## config.mk

```make
export PLATFORM = sky130hd
export DESIGN_NAME = addsub_core
export DESIGN_NICKNAME = d
export VERILOG_FILES = /design/src/rtl/addsub_pkg.sv /design/src/rtl/addsub_fa.sv /design/src/rtl/addsub_ripple.sv /design/src/rtl/addsub_ovf.sv /design/src/rtl/addsub_core.sv
export SDC_FILE = /design/constraint.sdc
export NUM_CORES = 1
export LEC_CHECK = 0
export CORE_AREA = 2 2 39 41
export DETAILED_ROUTE_END_ITERATION = 16
export DIE_AREA = 0 0 41 43
export GPL_ROUTABILITY_DRIVEN = 0
export PLACE_DENSITY = 0.4
export SLEW_MARGIN = 10
export SYNTH_ARGS = -nofsm -noshare
export SYNTH_HDL_FRONTEND = slang
export SYNTH_SLANG_ARGS = --single-unit
```

## constraint.sdc

```tcl
create_clock -name vclk -period 9.3
set_input_delay 2.79 -clock vclk [all_inputs]
set_output_delay 2.79 -clock vclk [all_outputs]
set_load 0.05 [all_outputs]
```

## src/rtl/addsub_pkg.sv

```systemverilog
package addsub_pkg;
  localparam int unsigned DEF_WIDTH = 4;

  typedef enum logic {
    OP_ADD = 1'b0,
    OP_SUB = 1'b1
  } op_e;
endpackage

```

## src/rtl/addsub_fa.sv

```systemverilog
// Full adder built from two half adders and an OR.
module addsub_fa (
  input  logic x_i,
  input  logic y_i,
  input  logic c_i,
  output logic s_o,
  output logic c_o
);
  logic hs, hc0, hc1;

  always_comb begin
    hs  = x_i ^ y_i;
    hc0 = x_i & y_i;
    s_o = hs ^ c_i;
    hc1 = hs & c_i;
    c_o = hc0 | hc1;
  end
endmodule

```

## src/rtl/addsub_ripple.sv

```systemverilog
module addsub_ripple #(
  parameter int unsigned W = addsub_pkg::DEF_WIDTH
) (
  input  logic [W-1:0] x_i,
  input  logic [W-1:0] y_i,
  input  logic         cin_i,
  output logic [W-1:0] s_o,
  output logic         msb_cin_o,
  output logic         cout_o
);
  logic [W:0] chain;

  assign chain[0] = cin_i;

  for (genvar k = 0; k < W; k++) begin : g_bit
    addsub_fa i_fa (
      .x_i (x_i[k]),
      .y_i (y_i[k]),
      .c_i (chain[k]),
      .s_o (s_o[k]),
      .c_o (chain[k+1])
    );
  end

  assign msb_cin_o = chain[W-1];
  assign cout_o    = chain[W];
endmodule

```

## src/rtl/addsub_ovf.sv

```systemverilog
module addsub_ovf (
  input  logic msb_cin_i,
  input  logic msb_cout_i,
  output logic ovf_o
);
  assign ovf_o = msb_cin_i ^ msb_cout_i;
endmodule

```

## src/rtl/addsub_core.sv

```systemverilog
module addsub_core #(
  parameter int unsigned W = addsub_pkg::DEF_WIDTH
) (
  input  logic [W-1:0] a_i,
  input  logic [W-1:0] b_i,
  input  logic         sub_i,
  output logic [W-1:0] sum_o,
  output logic         carry_o,
  output logic         ovf_o
);
  import addsub_pkg::*;

  op_e         op;
  logic [W-1:0] b_cond;
  logic         msb_cin;

  assign op     = op_e'(sub_i);
  // Conditional inversion; the low carry completes the two's complement.
  assign b_cond = b_i ^ {W{op == OP_SUB}};

  addsub_ripple #(.W(W)) i_ripple (
    .x_i       (a_i),
    .y_i       (b_cond),
    .cin_i     (op == OP_SUB),
    .s_o       (sum_o),
    .msb_cin_o (msb_cin),
    .cout_o    (carry_o)
  );

  addsub_ovf i_ovf (
    .msb_cin_i  (msb_cin),
    .msb_cout_i (carry_o),
    .ovf_o      (ovf_o)
  );
endmodule

```

==> reports/metrics.csv <==
stage,metric,value,unit
outcome,status,"complete, no violations",
drt,drt-pass1-iter-count,1,
sta,tightest_slew,0.511,ns
grt,grt_pass1_vias,121,
min_path,hp-class,in2out,
logic_synthesis,netlist_area,163,um2
worst_setup_path,cp_cell_sequence,clkdlybuf4s50_1 > xnor2_1 > fa_1 > fa_1 > inv_1 > fa_1 > xnor2_1 > clkdlybuf4s50_1,
grt,track_usage,3.61,%
pwr,p_int,16.8,uW
clocking,cts-resized-gates,0,
place,place_hpwl,318,um
worst_setup_path,crit_top_cell,fa_1,
sta,rsz0062_at_grt,no,
sta,max_freq,0.120,GHz
worst_setup_path,path_max_fanout,4,
clocking,ctsHoldBuffers,0,
logic_synthesis,seq_area_frac_synth,0,%
pwr,power.share.clock,0,%
worst_setup_path,crit_path_end_kind,output pin,
floorplan,core_area,1380,um2
worst_setup_path,crit_buf_inv,3,
place,io_buffers,15,
layout,seq_cells,0,
floorplan,num_rows,14,
worst_setup_path,critPathTopFamily,buffers and inverters,
logic_synthesis,synthCells,18,
sta,max-slew-margin-rel,65.8,%
drt,viasPerCell,2.91,
logic_synthesis,synth_nets,30,
worst_setup_path,start_kind,input port,
floorplan,die-area,1760,um2
clocking,cts_setup_buffers,0,
floorplan,die_h,43,um
sta,finalSetupTns,0,ns
grt,grt_max_degree,5,
drt,avgRoutedWirePerCell,7.20,um
layout,drive_gt1_share,0,%
pwr,switchingPower,28.5,uW
pwr,ir_drop,0.0692,mV
run,maxCapViolations,0,
worst_setup_path,critical_path_class,in2out,
sta,post-route-period-util,89.5,%
sta,hold_viol_final,0,
layout,antenna_cells,0,
sta,final_max_slew_viol_count,0,
logic_synthesis,yosysTopAreaCellShare,36.9,%
logic_synthesis,yosysTopAreaCell,fa_1,
sta,layout_min_cycle_time,8.33,ns
layout,regArea,0,um2
logic_synthesis,avgSynthCellArea,9.04,um2
drt,vias,131,
pwr,swShare,63.0,%
worst_setup_path,slowest_stage,clkdlybuf4s50_1,
logic_synthesis,synth_area_leaders,"fa_1 (37%), buf_4 (18%), xnor2_1 (16%), inv_1 (12%), xor2_1 (11%)",
drt,routed_wl,324,um
pwr,p_comb_share,100.0,%
layout,multiInputGateArea,114,um2
logic_synthesis,ys_warn_count,0,
floorplan,die_x,41,um
layout,syn_to_final_growth,86.2,%
worst_setup_path,slowest_delay,0.82,ns
grt,grt_antenna_before_repair,0,
floorplan,initial_utilization,11.8,%
floorplan,pin_count,15,
logic_synthesis,synth.distinct_cells,6,
layout,final_core_util,21.9,%
pwr,leakage,0.000128,uW
layout,fillers,147,
worst_setup_path,cp_data_arrival_time,5.54,ns
layout,nClkBuffers,0,
layout,finalNetCount,43,
worst_setup_path,required,6.51,ns
sta,finalSetupViolCount,0,
layout,finalNonFillerCells,45,
pwr,seqPwrFrac,0,%
drt,ant_nets,0,
pwr,p_per_area,149,nW/um2
drt,drt_iter0_drc,0,
grt,grt_remaining_overflow,0,
drt,drc,0,
place,dpl.cell_count,45,
grt,grt_pass1_wl,469,um
[synthesized netlist by cell type]
library cell  count
xor2_1            2
mux2i_1           1
buf_4             4
fa_1              3
xnor2_1           3
inv_1             5
[metal layers]
metal  part of all wire, %  global-route usage [%]  routed length [um]
met1                    40                    5.47                 130
met2                    31                    5.31                  99
met4                     0                       0                   0
met5                     0                       0                   0
met3                    29                    1.05                  94
[power groups by stage]
| stage | logic, uW | clock network, uW | registers [uW] |
|---|---|---|---|
| finish | 45.2 | 0 | 0 |
| global route | 47.7 | 0 | 0 |
| CTS | 45.8 | 0 | 0 |
| detailed placement | 45.6 | 0 | 0 |
| global placement | 45.5 | 0 | 0 |
| floorplan | 34.7 | 0 | 0 |
[metrics by stage]
stage,power (uW),cell area (um2),hold WS [ns],setup slack [ns]
after floorplan,34.7,163,5.80,1.55
after detailed placement,45.6,303,6.85,0.951
after global placement,45.5,303,6.85,1.00
after CTS,45.8,303,6.85,0.935
after global routing,47.7,303,6.88,0.845
final,45.2,303,6.84,0.974
[layout make-up]
cell class / count / share of cell area, %
timing repair buffer: 15 / 49.6
multi-input combinational: 9 / 37.6
tap: 16 / 6.61
inverter: 5 / 6.20
[path summary, 6_finish.rpt]
kind,start,to,slack (ns),cells after the start
worst max-delay path,sub_i,ovf_o,0.97,8
worst min-delay path,a_i[0],sum_o[0],6.84,3
[kinds of logic (layout without fill, tap and decap cells)]
family | after synthesis | in the layout | synth area share, %
buf+inv | 9 | 20 | 30.0
xor+xnor | 5 | 5 | 26.9
mux | 1 | 1 | 6.15
fa+ha+maj | 3 | 3 | 36.9
[placed cells by master, fill, tap and decap left out]
master / instances
clkdlybuf4s50_1: 15
fa_1: 3
inv_1: 5
mux2i_1: 1
xnor2_1: 3
xor2_1: 2
No activity file was read; power rests on OpenSTA's default activity.
